`config.mk`:
```
export PLATFORM = sky130hd
export DESIGN_NAME = pirq_gsi_router
export DESIGN_NICKNAME = d
export VERILOG_FILES = /design/src/rtl/pirq_router_pkg.sv /design/src/rtl/pirq_route_regs.sv /design/src/rtl/pirq_sci_decode.sv /design/src/rtl/pirq_gsi_combine.sv /design/src/rtl/pirq_gsi_router.sv
export SDC_FILE = /design/constraint.sdc
export NUM_CORES = 1
export LEC_CHECK = 0
export ABC_AREA = 0
export BUFFER_PORTS_ARGS = -buffer_cell sky130_fd_sc_hd__clkbuf_2
export CAP_MARGIN = 5
export CORE_MARGIN = 4
export CORE_UTILIZATION = 60
export DETAILED_ROUTE_END_ITERATION = 10
export PLACE_DENSITY = 0.9
export SYNTH_ARGS = -nofsm -noshare
export SYNTH_HDL_FRONTEND = slang
export SYNTH_HIERARCHICAL = 1
export SYNTH_SLANG_ARGS = --single-unit
export TNS_END_PERCENT = 30
```
`constraint.sdc`:
```
create_clock -name clk -period 3.7 [get_ports clk]
set_clock_uncertainty 0.2 [all_clocks]
set_input_delay 0.185 -clock clk [delete_from_list [all_inputs] [get_ports clk]]
set_output_delay 0.185 -clock clk [all_outputs]
set_load 0.01 [all_outputs]
```
`src/rtl/pirq_router_pkg.sv`:
```
// Package: shared constants and types for the interrupt router.
// Assumes 16 legacy pins and one APIC pin per request line.
package pirq_router_pkg;
    localparam int NUM_PIRQ   = 8;
    localparam int NUM_LEGACY = 16;
    localparam int NUM_INTX   = 4;
    localparam int NUM_GSI    = NUM_LEGACY + NUM_PIRQ;
    localparam int PIN_W      = $clog2(NUM_LEGACY);
    localparam int GSI_W      = $clog2(NUM_GSI);
    localparam int ADDR_W     = 4;
    localparam int SEL_W      = 3;
    localparam logic [ADDR_W-1:0] SEL_ADDR = ADDR_W'(NUM_PIRQ);

    typedef struct packed {
        logic             dis;
        logic [PIN_W-1:0] pin;
    } route_t;

    localparam route_t ROUTE_RESET = '{dis: 1'b1, pin: '0};
endpackage

```
`src/rtl/pirq_route_regs.sv`:
```
// Module: routing state registers.
// Holds one route per request line, the SCI select and the retarget-gap flag.
// Assumes a single write port; unknown addresses are dropped.
module pirq_route_regs
    import pirq_router_pkg::*;
#(
    parameter int NPIRQ = NUM_PIRQ
) (
    input  logic              clk,
    input  logic              rst_n,
    input  logic              cfg_we,
    input  logic [ADDR_W-1:0] cfg_addr,
    input  logic [7:0]        cfg_wdata,
    input  logic              sci_in,
    output route_t            route_q [NPIRQ],
    output logic [SEL_W-1:0]  sci_sel_q,
    output logic              sci_gap_q
);
    logic unused_wdata_bits;
    assign unused_wdata_bits = ^cfg_wdata[6:PIN_W];

    logic sel_hit;
    assign sel_hit = cfg_we && (cfg_addr == SEL_ADDR);

    // Per-line route byte storage.
    for (genvar n = 0; n < NPIRQ; n++) begin : g_route
        always_ff @(posedge clk) begin
            if (!rst_n)
                route_q[n] <= ROUTE_RESET;
            else if (cfg_we && cfg_addr == ADDR_W'(n))
                route_q[n] <= '{dis: cfg_wdata[7], pin: cfg_wdata[PIN_W-1:0]};
        end
    end

    // SCI select storage.
    always_ff @(posedge clk) begin
        if (!rst_n)
            sci_sel_q <= '0;
        else if (sel_hit)
            sci_sel_q <= cfg_wdata[SEL_W-1:0];
    end

    // One-cycle blank when the SCI target moves while it is asserted.
    always_ff @(posedge clk) begin
        if (!rst_n)
            sci_gap_q <= 1'b0;
        else
            sci_gap_q <= sel_hit && sci_in && (cfg_wdata[SEL_W-1:0] != sci_sel_q);
    end
endmodule

```
`src/rtl/pirq_sci_decode.sv`:
```
// Module: turns the SCI select code into a one-hot output vector.
// Assumes codes 0..6 name a pin and code 7 names none.
module pirq_sci_decode
    import pirq_router_pkg::*;
#(
    parameter int NGSI = NUM_GSI
) (
    input  logic [SEL_W-1:0] sel,
    input  logic             sci_in,
    input  logic             gap,
    output logic [NGSI-1:0]  sci_vec
);
    logic             valid;
    logic [GSI_W-1:0] idx;

    // Code to pin number lookup.
    always_comb begin
        valid = 1'b1;
        unique case (sel)
            3'd0: idx = GSI_W'(9);
            3'd1: idx = GSI_W'(10);
            3'd2: idx = GSI_W'(11);
            3'd3: idx = GSI_W'(20);
            3'd4: idx = GSI_W'(21);
            3'd5: idx = GSI_W'(22);
            3'd6: idx = GSI_W'(23);
            default: begin
                idx   = '0;
                valid = 1'b0;
            end
        endcase
    end

    // Place the SCI level on the selected pin unless blanked.
    always_comb begin
        sci_vec = '0;
        if (valid && sci_in && !gap)
            sci_vec[idx] = 1'b1;
    end
endmodule

```
`src/rtl/pirq_gsi_combine.sv`:
```
// Module: OR network from request lines to APIC and legacy pins.
// Assumes request lines are already merged with bridge INTx levels.
module pirq_gsi_combine
    import pirq_router_pkg::*;
#(
    parameter int NPIRQ = NUM_PIRQ,
    parameter int NLEG  = NUM_LEGACY
) (
    input  logic [NPIRQ-1:0]      pirq_eff,
    input  route_t                route [NPIRQ],
    input  logic [NLEG+NPIRQ-1:0] sci_vec,
    output logic [NLEG+NPIRQ-1:0] gsi
);
    logic [NLEG-1:0] legacy;

    // Legacy pin p collects every enabled line routed to it.
    for (genvar p = 0; p < NLEG; p++) begin : g_leg
        always_comb begin
            legacy[p] = 1'b0;
            for (int n = 0; n < NPIRQ; n++)
                if (!route[n].dis && route[n].pin == PIN_W'(p))
                    legacy[p] = legacy[p] | pirq_eff[n];
        end
    end

    // Fixed APIC pins above the legacy range, SCI merged last.
    assign gsi = {pirq_eff, legacy} | sci_vec;
endmodule

```
`src/rtl/pirq_gsi_router.sv`:
```
// Module: top of the request-line to global-interrupt router.
// Assumes level-sensitive inputs synchronous to clk; outputs are combinational.
module pirq_gsi_router
    import pirq_router_pkg::*;
#(
    parameter int NPIRQ = NUM_PIRQ,
    parameter int NLEG  = NUM_LEGACY,
    parameter int NINTX = NUM_INTX
) (
    input  logic                    clk,
    input  logic                    rst_n,
    input  logic [NPIRQ-1:0]        pirq_in,
    input  logic [NINTX-1:0]        bridge_intx,
    input  logic                    sci_in,
    input  logic                    cfg_we,
    input  logic [ADDR_W-1:0]       cfg_addr,
    input  logic [7:0]              cfg_wdata,
    output logic [NLEG+NPIRQ-1:0]   gsi_out
);
    localparam int NGSI = NLEG + NPIRQ;

    route_t             route_q [NPIRQ];
    logic [SEL_W-1:0]   sci_sel_q;
    logic               sci_gap_q;
    logic [NPIRQ-1:0]   pirq_eff;
    logic [NGSI-1:0]    sci_vec;

    // Bridge INTx pins share the top request lines.
    assign pirq_eff = pirq_in | {bridge_intx, {(NPIRQ-NINTX){1'b0}}};

    pirq_route_regs #(.NPIRQ(NPIRQ)) u_regs (
        .clk(clk), .rst_n(rst_n), .cfg_we(cfg_we), .cfg_addr(cfg_addr),
        .cfg_wdata(cfg_wdata), .sci_in(sci_in), .route_q(route_q),
        .sci_sel_q(sci_sel_q), .sci_gap_q(sci_gap_q)
    );

    pirq_sci_decode #(.NGSI(NGSI)) u_sci (
        .sel(sci_sel_q), .sci_in(sci_in), .gap(sci_gap_q), .sci_vec(sci_vec)
    );

    pirq_gsi_combine #(.NPIRQ(NPIRQ), .NLEG(NLEG)) u_comb (
        .pirq_eff(pirq_eff), .route(route_q), .sci_vec(sci_vec), .gsi(gsi_out)
    );
endmodule

```
# Word level (Yosys, flattened, before mapping)
# Cells that the tools add are included.
# classes
bitwise,114
reduce_logical,162
magnitude_cmp,2
eq_ne,135
mux,133
# ops
op,count
$eq A4 B4 Y1 const B,65
$eq A4 B3 Y1 const B,36
$logic_and A1 B1 Y1,142
$mux W1,130
$or A1 B1 Y1,112
$eq A4 B2 Y1 const B,18
$eq A4 B1 Y1 const B,9
$logic_not A4 Y1,9
$pmux W5 S7,1
$mux W24,1
$or A24 B24 Y24,1
$eq A3 B3 Y1 const B,3
$logic_not A1 Y1,9
$or A8 B8 Y8,1
$reduce_or A7 Y1,1
$eq A3 B2 Y1 const B,2
$lt A5 B6 Y1 const B,1
$demux W1 S5,1
$ge A5 B1 Y1 const B,1
$eq A3 B1 Y1 const B,1
$logic_not A3 Y1,1
$ne A3 B3 Y1,1
# totals
output_inout_bits,24
elab_cells,564
ff_bits,44

# Depth between registers and ports, before layout
# Gate-level depths: netlist of run 1.
# depth
depth_word,18
depth_mapped,5
mapped_depth_nobuf,5

# By module
# The synthesis of run 1 kept the hierarchy.
# modules_own_cells
mod,instances,area_per_inst_um2,cells_each
pirq_route_regs,1,1724.2,171
pirq_gsi_combine,1,1356.3,204
pirq_sci_decode,1,200.2,30
pirq_gsi_router,1,25.0,4

# Worst setup path after synthesis of run 1
# Ideal clock, no wire load.
# synth_path
kind,in2out
from,input bridge_intx[1]
to,output gsi_out[3]
t_arrival_ps,1383
cell_stages,5
setup_slack_ps,1932
cell_sequence,or2_1 -> and4b_1 -> a221oi_2 -> nand3_1 -> or4_1
# synth_between
elab_chain_cells,8
# synth_lines
element,line_no,rtl
start: declaration,pirq_gsi_router.sv:13,"input logic [NINTX-1:0] bridge_intx,"
$or A8 B8 Y8 (*),pirq_gsi_router.sv:29,"assign pirq_eff = pirq_in | {bridge_intx, {(NPIRQ-NINTX){1'b0}}};"
$or A1 B1 Y1 (*),pirq_gsi_combine.sv:22,legacy[p] = legacy[p] | pirq_eff[n];
$mux W1 (*),pirq_gsi_combine.sv:21,if (!route[n].dis && route[n].pin == PIN_W'(p))
$or A1 B1 Y1,pirq_gsi_combine.sv:22,
$mux W1 (*),pirq_gsi_combine.sv:21,
$or A1 B1 Y1,pirq_gsi_combine.sv:22,
$mux W1 (*),pirq_gsi_combine.sv:21,
$or A24 B24 Y24 (*),pirq_gsi_combine.sv:27,"assign gsi = {pirq_eff, legacy} | sci_vec;"
end: declaration,pirq_gsi_router.sv:18,output logic [NLEG+NPIRQ-1:0] gsi_out
# Mark *: on every way between the ends. The rest lies on a longest branch, timed or not.

# Worst setup path after layout of run 1
# layout_path
from,register u_regs/route_q[31] (netlist name)
to,output gsi_out[8]
# layout_between
elab_chain_cells,16
# layout_lines
element,line_no
$eq A4 B4 Y1 (*),pirq_gsi_combine.sv:21
$logic_and A1 B1 Y1 (*),pirq_gsi_combine.sv:21
$mux W1 (*),pirq_gsi_combine.sv:21
$or A1 B1 Y1,pirq_gsi_combine.sv:22
$mux W1 (*),pirq_gsi_combine.sv:21
$or A1 B1 Y1,pirq_gsi_combine.sv:22
$mux W1 (*),pirq_gsi_combine.sv:21
$or A1 B1 Y1,pirq_gsi_combine.sv:22
$mux W1 (*),pirq_gsi_combine.sv:21
$or A1 B1 Y1,pirq_gsi_combine.sv:22
$mux W1 (*),pirq_gsi_combine.sv:21
$or A1 B1 Y1,pirq_gsi_combine.sv:22
$mux W1 (*),pirq_gsi_combine.sv:21
$or A1 B1 Y1,pirq_gsi_combine.sv:22
$mux W1 (*),pirq_gsi_combine.sv:21
$or A24 B24 Y24 (*),pirq_gsi_combine.sv:27
# Marked as above.

==> impl_metrics.env, run 1 <==
export IMPL_end_kind="output port"
export IMPL_cts_num_sinks=44
export IMPL_seq_area_frac_synth=0.266
export IMPL_firstDrtPassIters=8
export IMPL_path_depth=5
export IMPL_hold_buffers=1
export IMPL_fp_dieW_um=82.2
export IMPL_cts_root_buffer="clkbuf_8"
export IMPL_yosysWarnings=6
export IMPL_cts_repair_resized=0
export IMPL_fin_ws_ns=1.26
export IMPL_crit_path_max_incr_delay_ns=0.81
export IMPL_dieArea_mm2=0.00676
export IMPL_clkTransAtPathRegs_ns=0.08
export IMPL_finish_utilization=0.689
export IMPL_grtUsageTotal=0.301
export IMPL_whs_endpoint="u_regs/route_q[34]$_SDFFE_PN1P_"
export IMPL_place_ws_ns=1.62
export IMPL_fin_nets=479
export IMPL_p_per_area_mw_per_mm2=270
export IMPL_holdPathStages=3
export IMPL_async_flop_share=0
export IMPL_tns_ns=0
export IMPL_worstPathRequired_ns=3.31
export IMPL_drt_iter0_markers=555
export IMPL_path_buf_inv=1
export IMPL_n_antenna_cell=0
export IMPL_relSlewSlack=0.394
export IMPL_wirelength_mm=9.81
export IMPL_drt_vias_per_instance=6.54
export IMPL_drive_above_1_share=0.173
export IMPL_cts_buffers=5
export IMPL_hpwl_mm=7.32
export IMPL_cts_buffer_depth=2
export IMPL_syn2layout_area_growth_pct=9.20
export IMPL_synth_seq_cells=44
export IMPL_arrival_ns=2.06
export IMPL_fin_crit_sh=0.660
export IMPL_slowest_stage="nor4b_1"
export IMPL_crit_chain="nor4b_1 -> a221oi_1 -> nand3_1 -> or3_1 -> clkbuf_2"
export IMPL_ir_drop_uv=306
export IMPL_ant_nets=0
export IMPL_cts_setup_buffers=0
export IMPL_rsz0062_at_grt="false"
export IMPL_drv_slew=0
export IMPL_antenna_found_initial=0
export IMPL_p_leak_nw=1.44
export IMPL_min_from="cfg_wdata[7]"
export IMPL_avgSynthCellArea_um2=8.08
export IMPL_hold_class="input pin to flip-flop"
export IMPL_crit_family="simple AND/OR/NAND/NOR gates"
export IMPL_status="finished clean"
export IMPL_cts_tree="done"
export IMPL_start_util=0.631
export IMPL_crit_path_start_kind="flip-flop"
export IMPL_grt_pass1_vias=3161
export IMPL_finalSetupViolCount=0
export IMPL_io_buffers=48
export IMPL_drcViolationCount=0
export IMPL_core_area_mm2=0.00524
export IMPL_n_fill_cell=429
export IMPL_r2r_end="u_regs/sci_gap_q$_SDFF_PN0_"
export IMPL_vias=3416
export IMPL_clkLatencyLatePin_ns=0.29
export IMPL_synthesis_area_mm2=0.00331
export IMPL_routedWlPerCell_um=18.8
export IMPL_grt_ovfl_total=0
export IMPL_fp_dieH_um=82.2
export IMPL_period_minus_slack_ns=2.44
export IMPL_grt_start_max_net_pins=50
export IMPL_rrSetupSlack_ns=2.48
export IMPL_ys_flop_type="dfxtp_1"
export IMPL_synth_edf_count=0
export IMPL_netlist_instances=409
export IMPL_htree_levels=2
export IMPL_ys_types=55
export IMPL_cp_max_fo=5
export IMPL_path_class="flip-flop to output port"
export IMPL_rr_worst_depth=3
export IMPL_grt_pass1_wl_mm=15.6
export IMPL_worst_pin_slew_ns=0.897
export IMPL_fmax_mhz=409
export IMPL_drv_cap=0
export IMPL_row_count=26
export IMPL_gp_congestion=0.936
export IMPL_r2r_start="u_regs/sci_sel_q[2]$_SDFFE_PN0P_"
export IMPL_hold_viol_final=0
export IMPL_ios=52
## worst max path at each step
stage / start / endpoint / slack (ns)
floorplan: bridge_intx[1] / gsi_out[3] / 1.93
global placement: bridge_intx[1] / gsi_out[3] / 1.62
detailed placement: bridge_intx[1] / gsi_out[3] / 1.62
CTS: u_regs/route_q[31]$_SDFFE_PN0P_ / gsi_out[8] / 1.31
global route: u_regs/route_q[31]$_SDFFE_PN0P_ / gsi_out[4] / 1.11
finish: u_regs/route_q[31]$_SDFFE_PN0P_ / gsi_out[8] / 1.26
## layout by cell type (no fill, tap or decap), types with 2 or more instances in the layout
cell	synthesis	layout
nand2_1	59	59
clkbuf_2	0	48
dfxtp_1	44	44
mux2i_1	40	40
nor2_1	26	26
nand3_1	23	23
nor2b_1	18	18
conb_1	1	17
or3_1	13	13
nor3_1	11	11
nand2b_1	11	11
a221oi_1	10	10
nand3b_1	9	9
o22ai_1	9	9
nor4b_1	8	8
a32oi_1	8	8
or2_2	8	8
a21oi_1	7	7
nor4bb_1	7	7
nand4_1	7	7
clkbuf_8	0	5
inv_1	5	5
and4bb_2	5	5
and2_1	5	5
a22oi_1	5	5
or2_1	4	4
a31oi_1	4	4
and4b_1	3	3
xor2_1	3	3
o32ai_1	2	2
nand4b_1	2	2
a221oi_2	2	2
## worst min-delay path: stages
cell and delay (ns):
clkbuf_2 0.08, nor2b_1 0.12, mux2i_1 0.14
## sequential cells by signal (all words and copies together) (netlist names)
register          cells
u_regs/route_q       40
u_regs/sci_gap_q      1
u_regs/sci_sel_q      3
## cell type report
cell class / instances / area [um^2] / area share
clock inverters: 3 / 42.5 / 0.0118
repair buffers: 49 / 250 / 0.0693
clock buffers: 5 / 68.8 / 0.0191
inverters: 5 / 18.8 / 0.00520
flip-flops and latches: 44 / 881 / 0.244
multi-input cells: 346 / 2260 / 0.626
well taps: 70 / 87.6 / 0.0243
## cells by family (layout without fill, tap and decap cells)
logic type | after synthesis | after routing | synth area share
muxes | 40 | 40 | 0.121
DFF | 44 | 44 | 0.266
xor gates and xnor gates | 3 | 3 | 0.00795
other | 1 | 17 | 0.00113
AOI/OAI and AO/OA | 53 | 53 | 0.124
buffers and inverters | 35 | 62 | 0.0677
and+or+nand+nor | 233 | 233 | 0.412
## power breakdown
part	leakage [nW]	switching (mW)	internal [mW]
clock network	0.0541	0.163	0.200
logic	1.03	0.0683	0.0525
registers	0.355	0.0118	0.479
total	1.44	0.243	0.731
## metrics by stage
stage                     area [um^2]  hold WS (ns)  std cells  total power, mW
after CTS                        3610        0.0644        522            0.974
after detailed placement         3490         0.243        513            0.619
after global placement           3490         0.225        513            0.614
final                            3610        0.0670        522            0.975
after global routing             3610         0.104        522             1.00
after floorplan                  3370         0.109        425            0.586
## synth_stat cells, types with 7 or more instances
master	n	area share
nand2_1	59	0.067
dfxtp_1	44	0.27
mux2i_1	40	0.12
nor2_1	26	0.030
nand3_1	23	0.035
nor2b_1	18	0.034
buf_4	17	0.039
or3_1	13	0.025
nand2b_1	11	0.021
nor3_1	11	0.017
a221oi_1	10	0.026
nand3b_1	9	0.020
o22ai_1	9	0.017
a32oi_1	8	0.021
nor4b_1	8	0.021
or2_2	8	0.015
a21oi_1	7	0.011
nand4_1	7	0.013
nor4bb_1	7	0.021
## metal layers
layer	wire [um]	track usage	vias up	part of all wire
met5	0	0	-	0
met4	355	0.128	0	0.036
met3	827	0.0325	40	0.084
met2	4570	0.488	192	0.47
met1	4060	0.405	1612	0.41
li1	-	-	1572	-
No activity file was read; power rests on OpenSTA's default activity.
==> run 2, diff against run 1 <==
--- a/config.mk
+++ b/config.mk
@@ -9,9 +9,9 @@
 export BUFFER_PORTS_ARGS = -buffer_cell sky130_fd_sc_hd__clkbuf_2
 export CAP_MARGIN = 5
 export CORE_MARGIN = 4
-export CORE_UTILIZATION = 60
+export CORE_UTILIZATION = 52
 export DETAILED_ROUTE_END_ITERATION = 10
-export PLACE_DENSITY = 0.9
+export PLACE_DENSITY = 0.83
 export SYNTH_ARGS = -nofsm -noshare
 export SYNTH_HDL_FRONTEND = slang
 export SYNTH_HIERARCHICAL = 1
==> constraint.sdc (replaced) <==
create_clock -name clk -period 2 [get_ports clk]
set_clock_uncertainty 0.2 [all_clocks]
set_input_delay 0.1 -clock clk [delete_from_list [all_inputs] [get_ports clk]]
set_output_delay 0.1 -clock clk [all_outputs]
set_load 0.01 [all_outputs]
==> run 2 against run 1 <==
The flow now finishes with violations (negative setup slack). Sequential cell count unchanged. Clock-buffer cell count unchanged. Core utilization decreased by 3.4 points. Global-route usage decreased by 2.3 points. Critical path type unchanged. Critical endpoint is now gsi_out[3]. Largest cell class unchanged.
==> impl_metrics.env, run 2 (synthesized netlist as in run 1, its figures left out) <==
export IMPL_drt_vias_per_instance=6.26
export IMPL_cts_tree="done"
export IMPL_antenna_found_initial=0
export IMPL_min_from="cfg_wdata[0]"
export IMPL_worst_pin_slew_ns=0.615
export IMPL_p_per_area_mw_per_mm2=427
export IMPL_hold_viol_final=0
export IMPL_fin_ws_ns=-0.144
export IMPL_cts_buffer_depth=2
export IMPL_fmax_mhz=466
export IMPL_rsz0062_at_grt="true"
export IMPL_status="complete, but fails checks"
export IMPL_finish_utilization=0.656
export IMPL_fin_crit_sh=1.07
export IMPL_cp_startpoint="u_regs/route_q[14]$_SDFFE_PN1P_"
export IMPL_place_ws_ns=0.0595
export IMPL_largest_register_ffs=40
export IMPL_regMostFlops="u_regs/route_q"
export IMPL_fin_nets=504
export IMPL_gp_congestion=1.04
export IMPL_ant_nets=0
export IMPL_cts_root_buffer="clkbuf_8"
export IMPL_met2_wirelength_mm=4.92
export IMPL_routed_wl_met3_um=844
export IMPL_syn2layout_area_growth_pct=20.2
export IMPL_drive_above_1_share=0.312
export IMPL_io_buffers=48
export IMPL_grt_start_max_net_pins=21
export IMPL_start_util=0.545
export IMPL_highest_layer="met4"
export IMPL_row_count=28
export IMPL_period_minus_slack_ns=2.14
export IMPL_cp_max_fo=6
export IMPL_ir_drop_uv=486
export IMPL_routedWlPerCell_um=19.1
export IMPL_wl_met1_mm=4.42
export IMPL_hold_class="input pin to flip-flop"
export IMPL_stdcell_count=552
export IMPL_relSlewSlack=0.584
export IMPL_arrival_ns=1.84
export IMPL_final_common_cell="nand2_1"
export IMPL_multiInputGateArea_mm2=0.00239
export IMPL_ios=52
export IMPL_failed_checks="negative setup slack"
export IMPL_fp_dieW_um=87.7
export IMPL_reg_top3="u_regs/route_q (40), u_regs/sci_sel_q (3), u_regs/sci_gap_q (1)"
export IMPL_cts_num_sinks=44
export IMPL_grtUsageTotal=0.279
export IMPL_vias=3456
export IMPL_path_class="flip-flop to output port"
export IMPL_clkTransAtPathRegs_ns=0.08
export IMPL_drcViolationCount=0
export IMPL_firstDrtPassIters=5
export IMPL_hpwl_mm=7.96
export IMPL_r2r_start="u_regs/sci_sel_q[2]$_SDFFE_PN0P_"
export IMPL_tns_ns=-1.37
export IMPL_p_leak_nw=1.61
export IMPL_fp_dieH_um=87.7
export IMPL_crit_path_start_kind="flip-flop"
export IMPL_n_fill_cell=501
export IMPL_dp_cells=541
export IMPL_clkLatencyLatePin_ns=0.29
export IMPL_n_antenna_cell=0
export IMPL_worstPathRequired_ns=1.70
export IMPL_grt_pass1_wl_mm=16.7
export IMPL_drv_cap=0
export IMPL_drv_slew=0
export IMPL_placed_cell_area_mm2=0.00367
export IMPL_dieArea_mm2=0.00770
export IMPL_end_kind="output port"
export IMPL_fin_area_mm2=0.00397
export IMPL_cts_buffers=5
export IMPL_holdWs_ns=0.0156
export IMPL_wirelength_mm=10.5
export IMPL_drt_iter0_markers=352
export IMPL_core_area_mm2=0.00606
export IMPL_grt_pass1_vias=3341
export IMPL_finalPower_mw=1.70
export IMPL_grt_ovfl_total=0
export IMPL_regArea_um2=931
export IMPL_finalSetupViolCount=15
export IMPL_final_cell_mix="59 x nand2_1, 47 x clkbuf_2, 40 x mux2i_1"
export IMPL_htree_levels=2
run 2: where the power goes:
group	total, mW	switching (mW)	internal (mW)
combinational	0.247	0.137	0.110
sequential	0.897	0.0194	0.878
clock	0.553	0.306	0.247
total	1.70	0.463	1.23
run 2: final timing paths:
| path | slack, ns | depth (start not counted) | to |
|---|---|---|---|
| worst max-delay path | -0.14 | 5 | gsi_out[3] |
| worst min-delay path | 0.02 | 4 | u_regs/sci_gap_q$_SDFF_PN0_ |
| worst max register to register | 0.76 | 4 | u_regs/sci_gap_q$_SDFF_PN0_ |
| worst min register to register | 0.30 | 2 | u_regs/route_q[1]$_SDFFE_PN0P_ |
run 2: cell type report:
cell class / instances / area share
clock buffer: 5 / 0.0173
sequential: 44 / 0.234
tap: 75 / 0.0236
timing repair buffer: 74 / 0.113
inverter: 5 / 0.00472
multi-input combinational: 346 / 0.601
clock inverter: 3 / 0.00598
run 2: per-layer routing:
layer / vias up / GRT usage
li1: 1626 / -
met1: 1617 / 0.375
met2: 177 / 0.457
met3: 36 / 0.0292
met4: 0 / 0.112
met5: - / 0
run 2: critical path, cell delays in order (launching register included):
cell and delay (ns):
dfxtp_4 0.39, and4b_1 0.25, a221oi_2 0.22, nand3_1 0.14
or4_1 0.41, clkbuf_2 0.14
run 2: what timing repair did:
item,CTS,global route
hold endpoints to repair,1,0
endpoints found under the setup margin,16,16
buffers inserted,2,0
hold buffers,1,0
pin swaps,14,6
resized for setup,43,19
